## config.mk

```make
export PLATFORM = sky130hd
export DESIGN_NAME = txl_current_limit
export DESIGN_NICKNAME = d
export VERILOG_FILES = /design/src/rtl/txl_pkg.sv /design/src/rtl/txl_step_ctrl.sv /design/src/rtl/txl_gain_reg.sv /design/src/rtl/txl_atten.sv /design/src/rtl/txl_rsel.sv /design/src/rtl/txl_current_limit.sv
export SDC_FILE = /design/constraint.sdc
export NUM_CORES = 1
export LEC_CHECK = 0
export ABC_AREA = 1
export BUFFER_PORTS_ARGS = -buffer_cell sky130_fd_sc_hd__buf_4
export CAP_MARGIN = 10
export CORE_AREA = 3 3 40 42
export CTS_CLUSTER_DIAMETER = 50
export DETAILED_ROUTE_END_ITERATION = 12
export DIE_AREA = 0 0 43 45
export GPL_TIMING_DRIVEN = 0
export HOLD_SLACK_MARGIN = 0.08
export PLACE_DENSITY = 0.7
export SYNTH_ARGS = -nofsm -noshare
export SYNTH_HDL_FRONTEND = slang
export SYNTH_SLANG_ARGS = --single-unit
export TNS_END_PERCENT = 30
```

## constraint.sdc

```tcl
create_clock -name clk -period 1.5 [get_ports clk]
set_input_delay 0.075 -clock clk [delete_from_list [all_inputs] [get_ports clk]]
set_output_delay 0.075 -clock clk [all_outputs]
set_load 0.01 [all_outputs]
```

## src/rtl/txl_pkg.sv

```systemverilog
package txl_pkg;

    // Action chosen for the gain register in a given cycle.
    typedef enum logic [1:0] {
        ACT_HOLD    = 2'd0,
        ACT_RELOAD  = 2'd1,
        ACT_STEP    = 2'd2,
        ACT_RELEASE = 2'd3
    } txl_act_e;

    // Modulation family seen on the select input.
    typedef enum logic {
        MOD_FSK = 1'b0,
        MOD_PSK = 1'b1
    } txl_mod_e;

    // Open-drain style pin pair.
    typedef struct packed {
        logic drive;
        logic oe;
    } txl_od_t;

endpackage

```

## src/rtl/txl_step_ctrl.sv

```systemverilog
module txl_step_ctrl
    import txl_pkg::*;
(
    input  logic     tx_start,
    input  logic     cmp_hi,
    input  logic     cmp_lo,
    input  logic     step_tick,
    input  logic     limiting,
    output txl_act_e act
);

    logic over_current;
    logic keep_falling;
    logic want_step;
    logic want_release;

    // The high flag dominates; between thresholds an active loop keeps going.
    assign over_current = cmp_hi;
    assign keep_falling = limiting && !cmp_lo;
    assign want_step    = step_tick && (over_current || keep_falling);
    assign want_release = limiting && cmp_lo && !over_current;

    always_comb begin
        if (tx_start) begin
            act = ACT_RELOAD;
        end else if (want_step) begin
            act = ACT_STEP;
        end else if (want_release) begin
            act = ACT_RELEASE;
        end else begin
            act = ACT_HOLD;
        end
    end

endmodule

```

## src/rtl/txl_gain_reg.sv

```systemverilog
module txl_gain_reg
    import txl_pkg::*;
#(
    parameter int GAIN_W = 5
) (
    input  logic              clk,
    input  logic              rst,
    input  txl_act_e          act,
    input  logic [GAIN_W-1:0] cfg_gain,
    output logic [GAIN_W-1:0] gain,
    output logic              limiting
);

    localparam logic [GAIN_W-1:0] FLOOR = '0;
    localparam logic [GAIN_W-1:0] ONE   = GAIN_W'(1);

    logic [GAIN_W-1:0] next_down;

    assign next_down = (gain == FLOOR) ? FLOOR : (gain - ONE);

    always_ff @(posedge clk) begin
        if (rst) begin
            gain     <= FLOOR;
            limiting <= 1'b0;
        end else begin
            unique case (act)
                ACT_RELOAD: begin
                    gain     <= cfg_gain;
                    limiting <= 1'b0;
                end
                ACT_STEP: begin
                    gain     <= next_down;
                    limiting <= 1'b1;
                end
                ACT_RELEASE: begin
                    limiting <= 1'b0;
                end
                default: begin
                end
            endcase
        end
    end

    // a step always leaves the loop marked active
    a_r9_flag_on_step: assert property (@(posedge clk) disable iff (rst)
        act == ACT_STEP |=> limiting);

endmodule

```

## src/rtl/txl_atten.sv

```systemverilog
module txl_atten #(
    parameter int GAIN_W = 5
) (
    input  logic [GAIN_W-1:0] gain,
    output logic [GAIN_W-1:0] atten
);

    localparam logic [GAIN_W-1:0] FULL_SCALE = '1;

    assign atten = FULL_SCALE - gain;

endmodule

```

## src/rtl/txl_rsel.sv

```systemverilog
module txl_rsel
    import txl_pkg::*;
(
    input  logic mod_psk,
    output logic rsel_drive,
    output logic rsel_oe
);

    txl_mod_e mode;
    txl_od_t  pin;

    assign mode = txl_mod_e'(mod_psk);

    always_comb begin
        pin.drive = 1'b0;
        pin.oe    = (mode == MOD_FSK);
    end

    assign rsel_drive = pin.drive;
    assign rsel_oe    = pin.oe;

endmodule

```

## src/rtl/txl_current_limit.sv

```systemverilog
module txl_current_limit
    import txl_pkg::*;
#(
    parameter int GAIN_W = 5
) (
    input  logic              clk,
    input  logic              rst,
    input  logic [GAIN_W-1:0] cfg_gain,
    input  logic              tx_start,
    input  logic              cmp_hi,
    input  logic              cmp_lo,
    input  logic              step_tick,
    input  logic              mod_psk,
    output logic [GAIN_W-1:0] gain_code,
    output logic [GAIN_W-1:0] atten_db,
    output logic              limiting,
    output logic              rsel_drive,
    output logic              rsel_oe
);

    localparam logic [GAIN_W-1:0] ONE = GAIN_W'(1);

    txl_act_e act;

    txl_step_ctrl u_ctrl (
        .tx_start  (tx_start),
        .cmp_hi    (cmp_hi),
        .cmp_lo    (cmp_lo),
        .step_tick (step_tick),
        .limiting  (limiting),
        .act       (act)
    );

    txl_gain_reg #(.GAIN_W(GAIN_W)) u_reg (
        .clk      (clk),
        .rst      (rst),
        .act      (act),
        .cfg_gain (cfg_gain),
        .gain     (gain_code),
        .limiting (limiting)
    );

    txl_atten #(.GAIN_W(GAIN_W)) u_atten (
        .gain  (gain_code),
        .atten (atten_db)
    );

    txl_rsel u_rsel (
        .mod_psk    (mod_psk),
        .rsel_drive (rsel_drive),
        .rsel_oe    (rsel_oe)
    );

    // a start strobe loads the target and clears the loop
    a_r3_reload: assert property (@(posedge clk) disable iff (rst)
        tx_start |=> (gain_code == $past(cfg_gain)) && !limiting);

    // without a tick and without a start the code is frozen
    a_r4_tick_gate: assert property (@(posedge clk) disable iff (rst)
        !tx_start && !step_tick |=> $stable(gain_code));

    // outside a reload the code never moves by more than one
    a_r4_single_step: assert property (@(posedge clk) disable iff (rst)
        !tx_start |=> (gain_code == $past(gain_code)) ||
                      (gain_code == $past(gain_code) - ONE));

    // no wrap below the floor
    a_r8_floor: assert property (@(posedge clk) disable iff (rst)
        (gain_code == '0) && !tx_start |=> gain_code == '0);

    // low flag alone releases the loop without touching the code
    a_r6_release: assert property (@(posedge clk) disable iff (rst)
        limiting && cmp_lo && !cmp_hi && !tx_start
        |=> !limiting && $stable(gain_code));

    // high flag wins over the low flag
    a_r7_hi_wins: assert property (@(posedge clk) disable iff (rst)
        cmp_hi && cmp_lo && step_tick && !tx_start |=> limiting);

    // the select line is only ever pulled low
    a_r10_open_drain: assert property (@(posedge clk) disable iff (rst)
        rsel_oe |-> !rsel_drive);

endmodule

```

==> flow_results.org, run 1 <==
** Timing
- Final Max Slew Viols :: 0
- Time the worst path needs with I/O delays and setup :: 1.36 ns
- The tightest hold path in the finished design has a slack of around 0.11 ns.
- Fmax :: ~0.74 GHz
- Fin Setup TNS :: 0 ns
- The worst path uses between 90% and 100% of the clock period.
- On the final layout, the worst clock skew is between 0.006 and 0.007 ns.
- Setup Viol. Count Final :: 0
- The number of hold violations in the final report came to 0.

** Finish
- Number of antenna repair diodes :: 0
- After routing the design area is 682 sq um.
- Area of the multi-input gates :: around 240 sq um
- Filler Cell Count :: about 140
- Summing all flip-flop and latch instances after layout gives 121 sq um.
- Post-synthesis to final-layout area growth :: 55.7%
- Layout cells sized above 1 :: roughly two fifths
- After the last flow step, the layout net total stands at 113.

** Global route
- The number of global-route vias before repair was around 420.
- Final global-route overflow total :: 0
- Initial antenna violation count :: 0
- The first global-routing pass estimated between 1500 and 2000 um of wire.
- Entering global routing, the biggest net connects 11 pins.
- GRT Resource Usage Total :: a little under an eighth

** Floorplan
- For this configuration, the core starts out at a cell density of between 30% and 40%.
- Placeable core region :: approximately 1300 sq um
- Row Count :: 13
- The die covers 1940 sq um.
- The die is about 43 um wide.
- Measured along the y axis, the die boundary spans 45 um.
- I/O pins :: 25

** Critical path
- Traced cell by cell, the critical path runs through o221ai_2 -> ha_4 -> buf_6 -> o21ai_0 -> inv_1 -> a21oi_1.
- On the critical path, the stage with the largest delay is an instance of sky130_fd_sc_hd__dfxtp_2.
- Category of the worst setup path capture point :: flip-flop
- Logic depth of the worst setup path including buffers :: 6
- In this run the worst path has a maximum fanout of 10.
- Measured in cells, the most critical reg-to-reg path has a length of 6.
- The worst setup path is launched from a flip-flop.
- Startpoint of the lowest-slack register-to-register path :: u_reg.limiting$_SDFFE_PP0P_
- The worst setup path is of the reg2reg kind.
- Destination of the critical timing path :: u_reg.gain[0]$_SDFFE_PP0P_
- At the worst endpoint, the arrival time is ~1.5 ns.
- Setup slack on the worst reg-to-reg path comes out at roughly 0.14 ns.
- CP peak stage delay :: 0.33 ns
- STA puts the critical path data required time at between 1.5 and 2 ns.
- The critical path starts at u_reg.limiting$_SDFFE_PP0P_.
- FF-to-FF End :: u_reg.gain[0]$_SDFFE_PP0P_
- Broken down by cell family, the worst path's largest delay share belongs to compound AO/OA/AOI/OAI gates.
- Counting both buffers and inverters, the worst setup path holds a total of 2.

** Routing
- Once detail routing completed, the nets flagged for antenna violations numbered 0.
- DR iter-0 viols :: 9
- For this block, the routed nets add up to around 1100 um of wire.
- DRC Markers :: 0
- Avg WL per Cell :: about 9.8 um
- For this run, the detailed router's first-pass iteration total came to 4.
- In the routed layout, each cell is associated on average with a via count of about 4.5.
- Total via count in the routed design :: just under 500

** Clock network
- Setup Buffers After CTS :: 0
- TritonCTS clock tree :: built
- In this run the number of H-tree levels came out at 1.
- The clock passes through at most 2 buffers.
- For this design, the sink count on the clock tree is 6.
- Clock-pin slew was measured on the worst setup and hold paths at 0.05 ns.
- Clock root cell :: sky130_fd_sc_hd__clkbuf_4
- Clock latency on the worst-skew pair, taken at its later pin, is between 0.2 and 0.3 ns.
- Total CTS buffers :: 3

** Synth
- The most used flip-flop cell after synthesis is sky130_fd_sc_hd__dfxtp_1.
- After synthesis, the largest area contributor takes up ~27% of total cell area.
- The Yosys step of the flow raised 0 warnings.
- Dominant cells by area after synthesis :: sky130_fd_sc_hd__dfxtp_1, sky130_fd_sc_hd__inv_1, sky130_fd_sc_hd__nand2_1
- The number of different library cells used by synthesis comes to 19.
- Share of flip-flops with an asynchronous set or reset after synthesis :: 0%
- Number of flip-flops and latches in the synthesized netlist :: 6
- Ranking of synthesized cells by instance count :: sky130_fd_sc_hd__inv_1, sky130_fd_sc_hd__nand2_1, sky130_fd_sc_hd__a21oi_1, sky130_fd_sc_hd__dfxtp_1, sky130_fd_sc_hd__nand3_1
- Post-synth design cell area :: 438 sq um
- Of all cell types, the one taking the most synthesized area is sky130_fd_sc_hd__dfxtp_1.
- Synth Area per Inst :: between 6 and 7 sq um
- Synthesis produced a netlist whose cell count is just under 70.
- sky130_fd_sc_hd__inv_1 is the most common cell in the netlist.
- Post-synthesis sequential area ratio :: 27.4%
- In this run, synthesis inferred 0 flip-flops with an integrated enable.
- Number of nets produced by synthesis :: 84

** Placement
- Routability-driven placement finished with a final weighted congestion of slightly above 0.8.
- Port Buffer Count :: 23
- Standard cell area after detailed placement :: 629 sq um
- Detail Placement HPWL :: between 800 and 900 um

** Outcome
- The run finished with clean final reports.

** Worst hold path
- HP Class :: in2reg

** Power and ir drop
- Final Total Pwr :: around 570 uW
- IR Drop Worst-Case VDD :: about 540 uV
- Power density over the cells :: roughly 830 nW/um^2
- The analysis attributes to cell leakage a power of ~0.36 nW.

** Job
- Max-capacitance violation count :: 0
[logic make-up after synthesis]
family	Yosys count	synth area share, %
flip-flops	6	27.4
other	1	0.856
adder cells (fa/ha/maj)	3	8.57
XOR/XNOR	1	2.00
AO/OA/AOI/OAI	13	15.7
buffers and inverters	22	21.4
AND/OR/NAND/NOR	23	24.0
[worst reg2reg max path, stage by stage, from the launching register on]
cell,delay [ns]
sky130_fd_sc_hd__dfxtp_2,0.33
sky130_fd_sc_hd__o221ai_2,0.25
sky130_fd_sc_hd__ha_4,0.25
sky130_fd_sc_hd__buf_6,0.13
sky130_fd_sc_hd__o21ai_0,0.16
sky130_fd_sc_hd__inv_1,0.06
sky130_fd_sc_hd__a21oi_1,0.13
[routing by layer]
metal  GRT usage [%]  wire length [um]  vias up
met2            18.3               544       18
met5               0                 0        -
met1            12.9               421      211
met4            2.41                 4        0
met3            7.97               115        2
li1                -                 -      263
[per-stage QoR]
step | util [%] | std cells | setup WS (ns)
final | 53.1 | 111 | 0.140
after global routing | 53.1 | 111 | -0.00326
after CTS | 51.5 | 111 | 0.0518
after detailed placement | 49.0 | 107 | 0.0621
after global placement | 49.0 | 107 | 0.0908
after floorplan | - | 69 | 0.123
[flip-flops by register name (all words and copies together) (netlist names)]
name	cells
u_reg.limiting	1
u_reg.gain	5
[report_power, final]
part	leakage [nW]	internal, mW	switching, mW
clock	0.0138	0.0906	0.0595
combinational	0.299	0.112	0.110
sequential	0.0499	0.177	0.0165
total	0.363	0.380	0.186
[cell type report]
type                            count  share of cell area [%]
Buffer                              2                    2.75
Clock buffer                        3                    3.30
Inverter                           20                    11.0
Multi-Input combinational cell     41                    35.6
Sequential cell                     6                    17.8
Tap cell                           15                    2.75
Timing Repair Buffer               24                    26.8
[cells in the final DEF, fill, tap and decap left out]
master                          count
sky130_fd_sc_hd__ha_4               1
sky130_fd_sc_hd__conb_1             1
sky130_fd_sc_hd__o21ai_0            3
sky130_fd_sc_hd__ha_1               2
sky130_fd_sc_hd__o21ai_1            3
sky130_fd_sc_hd__o221ai_2           1
sky130_fd_sc_hd__clkbuf_4           3
sky130_fd_sc_hd__buf_6              1
sky130_fd_sc_hd__nand3_1            6
sky130_fd_sc_hd__nor2_2             1
sky130_fd_sc_hd__buf_4             24
sky130_fd_sc_hd__clkinv_1           1
sky130_fd_sc_hd__nand2_2            1
sky130_fd_sc_hd__nand3_2            1
sky130_fd_sc_hd__nor2_1             2
sky130_fd_sc_hd__inv_1             16
sky130_fd_sc_hd__inv_2              3
sky130_fd_sc_hd__nand2_1           12
sky130_fd_sc_hd__xor2_1             1
sky130_fd_sc_hd__dfxtp_2            1
sky130_fd_sc_hd__dlygate4sd3_1      1
sky130_fd_sc_hd__dfxtp_1            5
sky130_fd_sc_hd__a21oi_1            6
[worst min-delay path by stage]
stage,start,endpoint,cells past startpoint
after floorplan,rst,u_reg.gain[0]$_SDFFE_PP0P_,1
after global placement,rst,u_reg.gain[2]$_SDFFE_PP0P_,2
after detailed placement,rst,u_reg.gain[2]$_SDFFE_PP0P_,2
after CTS,cfg_gain[4],u_reg.gain[4]$_SDFFE_PP0P_,3
after global routing,cfg_gain[4],u_reg.gain[4]$_SDFFE_PP0P_,3
final,cfg_gain[4],u_reg.gain[4]$_SDFFE_PP0P_,3
[what timing repair did]
item / in CTS / in global routing
hold buffers: 1 / 0
setup endpoints to repair: 0 / 4
resized for setup: 0 / 6
endpoints found under the hold margin: 4 / 0
Power figures use the tool's default switching activity.
==> inputs of run 2 (changes only) <==
- clock period: 1.5 -> 1.3 ns (I/O delays scaled with it)
==> run 2 against run 1 <==
Effect of this change: the flow now finishes with violations (setup timing); maximum frequency shrank 1.7%; routed wire length grew 36%; register-to-register slack lost 0.22 ns; hold slack gained 0.083 ns; critical endpoint is now u_reg.gain[1]$_SDFFE_PP0P_.
==> flow_results.org, run 2 (synthesis gave the netlist of run 1 again) <==
** Timing
- Time the worst path needs with I/O delays and setup :: 1.38 ns (+0.0232 ns)
- The number of hold violations in the final report was 0 (unchanged).
- Fin Setup TNS :: -0.249 ns (-0.249 ns)
- Fin Clk Skew :: 0.00206 ns (-0.00470 ns)
- Setup repair after global routing missed its margin :: true
- Smallest setup slack after layout :: -0.0835 ns (-0.223 ns)
- The number of max-slew violations in the final report was 0 (unchanged).
- Part of the cycle the worst path needs :: 106% (+16 points)
- Fmax :: 0.723 GHz (-1.7%)
- Setup Viol. Count Final :: 5 (+5)

** Power and ir drop
- The power consumption came to 757 uW (+34%).
- The static power due to leakage came to 0.420 nW (+16%).
- The power density over the cells was 906 nW/um^2 (+9.2%).
- The worst ir drop on vdd came to 671 uV (+25%).

** Clock network
- Total CTS buffers :: 3 (unchanged)
- The clock-pin slew on the worst setup and hold paths was 0.05 ns (about the same).
- The worst-skew pair later-pin latency is 0.25 ns (about the same).
- TritonCTS built the clock tree.
- Clock root cell :: sky130_fd_sc_hd__clkbuf_4
- The count of clock tree sinks is 6 (unchanged).
- The number of H-tree branching levels was 1 (unchanged).
- The maximum root-to-sink buffer count is 2 (unchanged).

** Routing
- The number of routed nets with antenna violations is 0 (unchanged).
- DR iter-0 viols :: 17 (+8)
- The post-detailed-route DRC marker count was 0 (unchanged).
- The detail-routed net length per standard cell is 12.3 um (+26%).
- Mean number of vias per cell :: 4.61 (+3.5%)
- The routed wire length is 1480 um (+36%).
- The number of vias after detailed routing is 553 (+12%).
- Detailed Routing Iterations Pass 1 :: 4 (unchanged)

** Worst hold path
- HP Class :: in2reg

** Critical path
- Setup slack of the worst register-to-register path :: -0.08 ns (-0.22 ns)
- The data arrival time of the worst path is 1.57 ns (+0.03 ns).
- The data required time at the worst endpoint came to 1.49 ns (-0.19 ns).
- The critical path is of the reg2reg type.
- The maximum fanout encountered on the critical timing path came to 5 (-5).
- STA classifies the critical path endpoint as a flip-flop.
- STA classifies the critical path startpoint as a flip-flop.

** Finish
- Register with the highest flop count :: u_reg.gain
- The post-layout utilization of the core is 65.0% (+12 points).
- In the layout the commonest cells are sky130_fd_sc_hd__buf_4, sky130_fd_sc_hd__inv_1, sky130_fd_sc_hd__nand2_1.
- The number of inserted diodes is 0 (unchanged).
- The share of layout cells above drive strength 1 was 59.0% (+21 points).
- The largest registers in the layout are u_reg.gain (5), u_reg.limiting (1).
- Compared with the post-synthesis result, the final layout area differs by 90.9%.
- Non-Filler Cell Area, Final :: 836 sq um (+23%)
- Number of flip-flops in the largest register :: 5 (unchanged)
- Most common library cell in the layout ignoring fill and taps :: sky130_fd_sc_hd__buf_4
- Number of nets in the layout :: 121 (+7.1%)

** Floorplan
- Placeable core region :: 1280 sq um (unchanged)
- Die Wd :: 43 um (unchanged)
- I/O pins :: 25 (unchanged)
- The chip height came to 45 um (unchanged).
- The starting density of the core is 34.1% (unchanged).
- Row Count :: 13 (unchanged)
- The floorplan die area came to 1940 sq um (unchanged).

** Placement
- Port Buffer Count :: 23 (unchanged)
- Dpl ws :: -0.135 ns (-0.197 ns)
- The routability congestion estimate was 0.766 (-5.1%).
- The post-place instance area came to 639 sq um (+1.6%).
- The half-perimeter wire length of the detailed placement result is 919 um (+3.5%).

** Outcome
- Outcome :: finished, violations left
- Violations in the final reports :: setup timing

** Global route
- Via count of the first global-routing pass :: 510 (+22%)
- Largest net degree at the start of global routing :: 7 (-4)
- Final global-route overflow total :: 0 (unchanged)
- The combined global-route utilization of all metal layers came to 14.8% (+3.2 points).
- The first-pass GRT wire length was 2130 um (+29%).
- Initial antenna violation count :: 0 (unchanged)

** Job
- The count of max-cap constraint violations is 0 (unchanged).
run 2: worst paths after layout:
path / startpoint / end / depth (start not counted)
setup / recovery: u_reg.limiting$_SDFFE_PP0P_ / u_reg.gain[1]$_SDFFE_PP0P_ / 9
hold / removal: cfg_gain[0] / u_reg.gain[0]$_SDFFE_PP0P_ / 5
setup reg to reg: u_reg.limiting$_SDFFE_PP0P_ / u_reg.gain[1]$_SDFFE_PP0P_ / 9
hold reg to reg: u_reg.gain[4]$_SDFFE_PP0P_ / u_reg.gain[4]$_SDFFE_PP0P_ / 2
run 2: timing repair:
| action | in CTS | in global routing |
|---|---|---|
| endpoints found under the setup margin | 5 | 6 |
| pin swaps | 9 | 6 |
| buffers inserted | 5 | 1 |
| hold buffers | 2 | 0 |
| gates cloned | 1 | 0 |
| resized for setup | 13 | 17 |
| hold endpoints to repair | 5 | 0 |
run 2: per-layer routing:
layer  vias up  part of all wire (%)  GRT usage, %
met3         0                   6.9          5.98
met1       246                    38          15.7
met4         0                     0          1.81
met5         -                     0             0
met2        21                    55          28.1
li1        286                     -             -
run 2: worst max-delay path, stage by stage (launching register included):
cell and delay, ns:
sky130_fd_sc_hd__dfxtp_4 0.37, sky130_fd_sc_hd__nand2_2 0.06, sky130_fd_sc_hd__nand2_2 0.08, sky130_fd_sc_hd__inv_2 0.06, sky130_fd_sc_hd__ha_4 0.29, sky130_fd_sc_hd__buf_6 0.12, sky130_fd_sc_hd__nand3_1 0.10, sky130_fd_sc_hd__o21ai_2 0.08
sky130_fd_sc_hd__inv_1 0.06, sky130_fd_sc_hd__a21oi_2 0.10
run 2: cell type report:
cell class	instances	area (sq um)
Buffer	2	18.8
Clock buffer	4	26.3
Fill cell	121	449
Inverter	20	80.1
Multi-Input combinational cell	41	319
Sequential cell	6	124
Tap cell	15	18.8
Timing Repair Buffer	32	249
run 2: through the flow:
stage               hold slack (ns)  std cells
finish                        0.194        120
floorplan                     0.134         69
global route                  0.204        120
global placement              0.272        107
CTS                           0.178        119
detailed placement            0.275        107
run 2: where the power goes:
group,switching [mW],internal [mW]
registers,0.0212,0.203
clock network,0.0759,0.117
logic,0.171,0.169
total,0.268,0.490
